[config.mk]
export PLATFORM = sky130hd
export DESIGN_NAME = split_capture_timer
export DESIGN_NICKNAME = d
export VERILOG_FILES = /design/src/rtl/timer_pkg.sv /design/src/rtl/timer_tick_gen.sv /design/src/rtl/timer_cap_event.sv /design/src/rtl/timer_byte_cnt.sv /design/src/rtl/split_capture_timer.sv
export SDC_FILE = /design/constraint.sdc
export NUM_CORES = 1
export LEC_CHECK = 0
export ABC_CLOCK_PERIOD_IN_PS = 3100
export BUFFER_PORTS_ARGS = -buffer_cell sky130_fd_sc_hd__buf_2
export CAP_MARGIN = 10
export CORE_MARGIN = 10
export CORE_UTILIZATION = 50
export CTS_CLUSTER_SIZE = 30
export DETAILED_ROUTE_END_ITERATION = 8
export PLACE_DENSITY = 0.75
export SYNTH_ARGS = -nofsm -noshare
export SYNTH_HDL_FRONTEND = slang
export SYNTH_SLANG_ARGS = --single-unit
[constraint.sdc]
create_clock -name clk_i -period 3.1 [get_ports clk_i]
set_input_delay 0.31 -clock clk_i [delete_from_list [all_inputs] [get_ports clk_i]]
set_output_delay 0.31 -clock clk_i [all_outputs]
set_load 0.05 [all_outputs]
[src/rtl/timer_pkg.sv]
package timer_pkg;
  typedef struct packed {
    logic hi_flag;
    logic lo_flag;
    logic lo_ie;
    logic cap_en;
    logic split;
    logic run;
    logic cap_src;
    logic clk_sel;
  } ctrl_t;

  localparam int unsigned BYTE_W = 8;
  localparam int unsigned NBYTES = 2;
endpackage

[src/rtl/timer_tick_gen.sv]
module timer_tick_gen #(
  parameter int unsigned SYS_DIV = 12,
  parameter int unsigned EXT_DIV = 8
) (
  input  logic clk_i,
  input  logic rst_ni,
  input  logic ext_pulse_i,
  input  logic clk_sel_i,
  output logic tick_o
);
  localparam int unsigned SW = (SYS_DIV > 1) ? $clog2(SYS_DIV) : 1;
  localparam int unsigned EW = (EXT_DIV > 1) ? $clog2(EXT_DIV) : 1;
  localparam logic [SW-1:0] SYS_LAST = SW'(SYS_DIV - 1);
  localparam logic [EW-1:0] EXT_LAST = EW'(EXT_DIV - 1);

  logic [SW-1:0] sys_q;
  logic [EW-1:0] ext_q;
  logic sys_tick, ext_tick;

  assign sys_tick = (sys_q == SYS_LAST);
  assign ext_tick = ext_pulse_i && (ext_q == EXT_LAST);

  always_ff @(posedge clk_i or negedge rst_ni) begin
    if (!rst_ni) begin
      sys_q <= '0;
      ext_q <= '0;
    end else begin
      sys_q <= sys_tick ? '0 : sys_q + 1'b1;
      if (ext_pulse_i) ext_q <= ext_tick ? '0 : ext_q + 1'b1;
    end
  end

  assign tick_o = clk_sel_i ? ext_tick : sys_tick;
endmodule

[src/rtl/timer_cap_event.sv]
module timer_cap_event #(
  parameter int unsigned SYNC_STAGES = 2
) (
  input  logic clk_i,
  input  logic rst_ni,
  input  logic en_i,
  input  logic src_i,
  input  logic sof_i,
  input  logic lfo_i,
  output logic cap_o
);
  logic [SYNC_STAGES-1:0] sync_q;
  logic                   last_q;
  logic                   lfo_rise;

  always_ff @(posedge clk_i or negedge rst_ni) begin
    if (!rst_ni) begin
      sync_q <= '0;
      last_q <= 1'b0;
    end else begin
      sync_q <= {sync_q[SYNC_STAGES-2:0], lfo_i};
      last_q <= sync_q[SYNC_STAGES-1];
    end
  end

  assign lfo_rise = sync_q[SYNC_STAGES-1] && !last_q;
  assign cap_o    = en_i && (src_i ? lfo_rise : sof_i);
endmodule

[src/rtl/timer_byte_cnt.sv]
module timer_byte_cnt #(
  parameter int unsigned W = 8
) (
  input  logic         clk_i,
  input  logic         rst_ni,
  input  logic         adv_i,
  input  logic         reload_ok_i,
  input  logic [W-1:0] rld_i,
  input  logic         wr_i,
  input  logic [W-1:0] wdata_i,
  output logic [W-1:0] cnt_o,
  output logic         max_o
);
  logic [W-1:0] cnt_q;

  assign max_o = &cnt_q;

  always_ff @(posedge clk_i or negedge rst_ni) begin
    if (!rst_ni)          cnt_q <= '0;
    else if (wr_i)        cnt_q <= wdata_i;
    else if (adv_i) begin
      if (max_o && reload_ok_i) cnt_q <= rld_i;
      else                      cnt_q <= cnt_q + 1'b1;
    end
  end

  assign cnt_o = cnt_q;
endmodule

[src/rtl/split_capture_timer.sv]
module split_capture_timer
  import timer_pkg::*;
#(
  parameter int unsigned SYS_DIV     = 12,
  parameter int unsigned EXT_DIV     = 8,
  parameter int unsigned SYNC_STAGES = 2
) (
  input  logic        clk_i,
  input  logic        rst_ni,
  input  logic [7:0]  wr_data_i,
  input  logic        ctrl_we_i,
  input  logic        rld_lo_we_i,
  input  logic        rld_hi_we_i,
  input  logic        cnt_lo_we_i,
  input  logic        cnt_hi_we_i,
  input  logic        lo_presc_i,
  input  logic        hi_presc_i,
  input  logic        ext_pulse_i,
  input  logic        sof_i,
  input  logic        lfo_i,
  input  logic        irq_en_i,
  output logic [7:0]  ctrl_o,
  output logic [15:0] count_o,
  output logic [15:0] reload_o,
  output logic        irq_o
);
  ctrl_t ctrl_q, ctrl_wr;
  logic presc_tick, lo_tick, hi_tick, cap_pulse;
  logic lo_wrap, hi_wrap;

  logic [NBYTES-1:0]             adv, reload_ok, max_b, cnt_we, rld_we;
  logic [NBYTES-1:0][BYTE_W-1:0] cnt_b, rld_q;

  timer_tick_gen #(.SYS_DIV(SYS_DIV), .EXT_DIV(EXT_DIV)) u_tick (
    .clk_i, .rst_ni, .ext_pulse_i,
    .clk_sel_i (ctrl_q.clk_sel),
    .tick_o    (presc_tick)
  );

  timer_cap_event #(.SYNC_STAGES(SYNC_STAGES)) u_cap (
    .clk_i, .rst_ni, .sof_i, .lfo_i,
    .en_i  (ctrl_q.cap_en),
    .src_i (ctrl_q.cap_src),
    .cap_o (cap_pulse)
  );

  assign lo_tick = lo_presc_i ? presc_tick : 1'b1;
  assign hi_tick = hi_presc_i ? presc_tick : 1'b1;

  // split: low byte free-running, run gates high only; 16-bit: high carries from low
  assign adv[0] = ctrl_q.split ? lo_tick : (ctrl_q.run && lo_tick);
  assign adv[1] = ctrl_q.split ? (ctrl_q.run && hi_tick)
                               : (ctrl_q.run && lo_tick && max_b[0]);

  assign hi_wrap = adv[1] && max_b[1];
  assign lo_wrap = adv[0] && max_b[0];

  assign reload_ok[0] = !ctrl_q.cap_en && (ctrl_q.split || max_b[1]);
  assign reload_ok[1] = !ctrl_q.cap_en;

  assign cnt_we = {cnt_hi_we_i, cnt_lo_we_i};
  assign rld_we = {rld_hi_we_i, rld_lo_we_i};

  for (genvar b = 0; b < NBYTES; b++) begin : g_byte
    timer_byte_cnt #(.W(BYTE_W)) u_cnt (
      .clk_i, .rst_ni,
      .adv_i       (adv[b]),
      .reload_ok_i (reload_ok[b]),
      .rld_i       (rld_q[b]),
      .wr_i        (cnt_we[b]),
      .wdata_i     (wr_data_i),
      .cnt_o       (cnt_b[b]),
      .max_o       (max_b[b])
    );

    // capture beats a software reload write
    always_ff @(posedge clk_i or negedge rst_ni) begin
      if (!rst_ni)        rld_q[b] <= '0;
      else if (cap_pulse) rld_q[b] <= cnt_b[b];
      else if (rld_we[b]) rld_q[b] <= wr_data_i;
    end
  end

  always_comb begin
    ctrl_wr = ctrl_we_i ? ctrl_t'(wr_data_i) : ctrl_q;
    ctrl_wr.hi_flag = ctrl_wr.hi_flag | hi_wrap | cap_pulse;
    ctrl_wr.lo_flag = ctrl_wr.lo_flag | lo_wrap;
  end

  always_ff @(posedge clk_i or negedge rst_ni) begin
    if (!rst_ni) ctrl_q <= '0;
    else         ctrl_q <= ctrl_wr;
  end

  assign ctrl_o   = ctrl_q;
  assign count_o  = cnt_b;
  assign reload_o = rld_q;
  assign irq_o    = irq_en_i && (ctrl_q.hi_flag || (ctrl_q.lo_flag && ctrl_q.lo_ie));
endmodule

==> flow_summary_export.csv <==
group,metric,value,unit
status,status,"finished, final reports clean",
timing,slew_headroom,62.4,%
final_layout,fillCellCount,485,
worst_setup_path,cp.required,3.29,ns
worst_setup_path,path_buf_inv,0,
routing,ant_nets,0,
synthesis,synth_area_leaders,"dfrtp_1 45%, mux2i_1 8.7%, a21oi_1 4.3%",
synthesis,synth_commonest_cells,"50 x dfrtp_1, 25 x nand2_1, 24 x a21oi_1, 24 x mux2i_1, 22 x nor2_1",
timing,finalCriticalPeriod,2.20,ns
worst_setup_path,path_cells,"ha_1 -> and4_4 -> a21oi_4 -> nor3_4 -> mux2_1 -> a221o_1",
pwr,p_total,1.95,mW
pwr,p_clk_share,23.9,%
floorplanning,dieArea,8930,um2
routing,routed_wl,7210,um
clock_network,clockBufferDepth,2,
pwr,p_int,1.17,mW
placed_design,gp_congestion,0.848,
placed_design,placedCellCount,399,
worst_setup_path,worst_ep_arrival_time,2.39,ns
worst_setup_path,r2r-start,"g_byte[1].u_cnt.cnt_o[0]",
timing,tightest_slew,0.562,ns
synthesis,synth_area_leader_cell,"dfrtp_1",
final_layout,diodes,0,
worst_setup_path,critPathCaptureType,"register",
timing,rsz0062_at_grt,"false",
synthesis,synthXorXnorAreaFrac,0.631,%
final_layout,multi_input_area,1400,um2
routing,vias_per_cell,5.80,
timing,whs,0.104,ns
synthesis,syn_avg_cell_area,9.91,um2
synthesis,synth.mux.area_fraction,11.9,%
placed_design,post-dp-hpwl,5390,um
worst_setup_path,path_class,"register to register",
timing,setup_viol,0,
placed_design,port_buffers,61,
clock_network,cts-root-buf,"clkbuf_8",
routing,vias,2366,
synthesis,syn_nets,306,
routing,wire_per_inst,17.7,um
worst_setup_path,r2r_slack,0.90,ns
timing,drv_slew,0,
synthesis,ys_ff_latch,50,
final_layout,final-instance-count-excl-fill,408,
clock_network,clock_latency,0.31,ns
final_layout,seqCellArea,1250,um2
global_routing,gr-total-overflow,0,
final_layout,layout.nets,361,
clock_network,cts_buffers,5,
synthesis,synth_seq_area_share,45.1,%
pwr,ir_worst_vdd,0.300,mV
timing,max_freq,455,MHz
clock_network,clk_pin_slew_worst_paths,0.09,ns
worst_setup_path,worstPathMaxFanout,7,
synthesis,synth_compound_area_share,18.4,%
synthesis,yosys.area_share.adder,2.25,%
pwr,p_sw_share,40.2,%
routing,drt_iter0_markers,177,
synthesis,yosysWarnings,0,
global_routing,grt_usage,16.5,%
floorplanning,io_pins,62,
global_routing,grt_max_degree,28,
pwr,pwr-share-seq,43.6,%
floorplanning,die_w,94.5,um
clock_network,cts_num_sinks,50,
synthesis,synth_area,2780,um2
synthesis,synth_cell_types,55,
worst_setup_path,cp-start-kind,"register",
final_layout,syn_to_final_growth,16.2,%
worst_setup_path,r2r_end,"g_byte[0].u_cnt.cnt_o[1]",
timing,fin_ws,0.901,ns
synthesis,post-synth-top-count-cell,"dfrtp_1",
global_routing,grt_pass1_wl,11900,um
floorplanning,core,5440,um2
synthesis,synth_top_cell_area_share,45.1,%
worst_setup_path,r2r_cells,6,
routing,drc,0,
pwr,powerDensity,604,nW/um2
hold_path,hp-class,"primary input to register",
pwr,p_switching,0.783,mW
timing,finalCritPeriodShare,70.9,%
placed_design,pre_cts_ws,0.927,ns
final_layout,drive_above_1_share,26.2,%
hold_path,holdPathEnd,"u_cap.sync_q[0]",
routing,drtPass1Iterations,4,
clock_network,cts_resized,0,
clock_network,cts_tree,"done",
flow_run,drv_cap,0,
timing,finalHoldViolations,0,
synthesis,synth-main-ff-cell,"dfrtp_1",
timing,fin_tns_setup,0,ns
worst_setup_path,cpLargestDelayFamily,"simple AND/OR/NAND/NOR gates",
synthesis,synth_cells,280,
global_routing,grt_pass1_vias,2274,
worst_setup_path,critPathMaxStageDelay,0.44,ns
timing,finClkSkew,0.00795,ns
floorplanning,initial_core_util,51.0,%
worst_setup_path,slowest_stage,"dfrtp_1",
floorplanning,rows,27,
synthesis,synth_edf_count,0,
clock_network,htree_levels,2,
floorplanning,die_y,94.5,um
hold_path,hold_depth,1,
hold_path,hp-start,"lfo_i",
synthesis,synth_top_family_by_area,"compound AO/OA/AOI/OAI gates",
synthesis,synthSimpleGateAreaFrac,17.2,%
pwr,p_leak,1.48,nW
global_routing,antenna_found_initial,0,
synthesis,async_flop_share,100,%
pwr,p_comb_share,32.4,%
==> power groups by stage <==
stage	Clock (mW)	Sequential [mW]	Combinational, mW
global route	0.508	0.866	0.684
floorplan	0	1.07	0.254
finish	0.466	0.851	0.632
CTS	0.475	0.849	0.640
global placement	0	0.855	0.627
detailed placement	0	0.861	0.638
==> stage by stage <==
step	utilization [%]	area (um2)
final	59.3	3230
after global routing	59.3	3230
after CTS	59.3	3230
after detailed placement	57.1	3110
after global placement	57.1	3110
after floorplan	-	2780
==> layer usage <==
layer	vias up	global-route usage [%]	part of all wire [%]
li1	1147	-	-
met1	1143	22.8	46
met2	70	25.1	46
met3	6	4.76	7.4
met4	0	3.74	0.94
met5	-	0	0
==> what timing repair did <==
item                                    in CTS  in global routing
buffers inserted                             0                  0
endpoints found under the setup margin       0                  0
hold buffers                                 1                  0
hold endpoints to repair                    23                  0
==> how the worst max path moves through the flow <==
stage	from	to	slack, ns	cells past startpoint
2_1_floorplan	g_byte[1].u_cnt.cnt_o[0]	g_byte[0].u_cnt.cnt_o[1]	0.76	6
3_3_place_gp	g_byte[0].u_cnt.cnt_o[0]	g_byte[0].u_cnt.cnt_o[1]	1.01	6
3_5_place_dp	g_byte[0].u_cnt.cnt_o[0]	g_byte[0].u_cnt.cnt_o[1]	0.93	6
4_1_cts	g_byte[0].u_cnt.cnt_o[0]	g_byte[0].u_cnt.cnt_o[1]	0.92	6
5_1_grt	g_byte[1].u_cnt.cnt_o[0]	g_byte[0].u_cnt.cnt_o[1]	0.77	6
6_report	g_byte[1].u_cnt.cnt_o[0]	g_byte[0].u_cnt.cnt_o[1]	0.90	6
==> registers in the layout, indices dropped and copies added (netlist names) <==
register	flops
g_byte.u_cnt.cnt_o	16
reload_o	16
ctrl_o	8
u_tick.sys_q	4
u_tick.ext_q	3
u_cap.sync_q	2
u_cap.last_q	1
==> final cells by class <==
type	instances	share of cell area, %
tap	72	2.79
inverter	10	1.16
timing repair buffer	65	10.5
multi-input combinational	203	43.4
clock inverter	2	1.16
clock buffer	6	2.25
sequential	50	38.8
==> cell usage in the layout (no fill, tap or decap), types with 6 or more instances in the layout <==
| cell type | Yosys | final |
|---|---|---|
| buf_2 | 4 | 61 |
| dfrtp_1 | 50 | 50 |
| nand2_1 | 25 | 25 |
| mux2i_1 | 24 | 24 |
| a21oi_1 | 24 | 24 |
| nor2_1 | 22 | 22 |
| inv_1 | 10 | 10 |
| o21ai_0 | 9 | 9 |
| nand3_1 | 8 | 8 |
| nand4_1 | 6 | 6 |
| mux2_2 | 6 | 6 |
==> cells by family after synthesis <==
kind of cell	count (synthesis)
flops	50
simple gates	91
mux	32
fa+ha+maj	5
buf+inv	27
xor+xnor	2
compound gates	73
(Power assumes the default switching activity.)
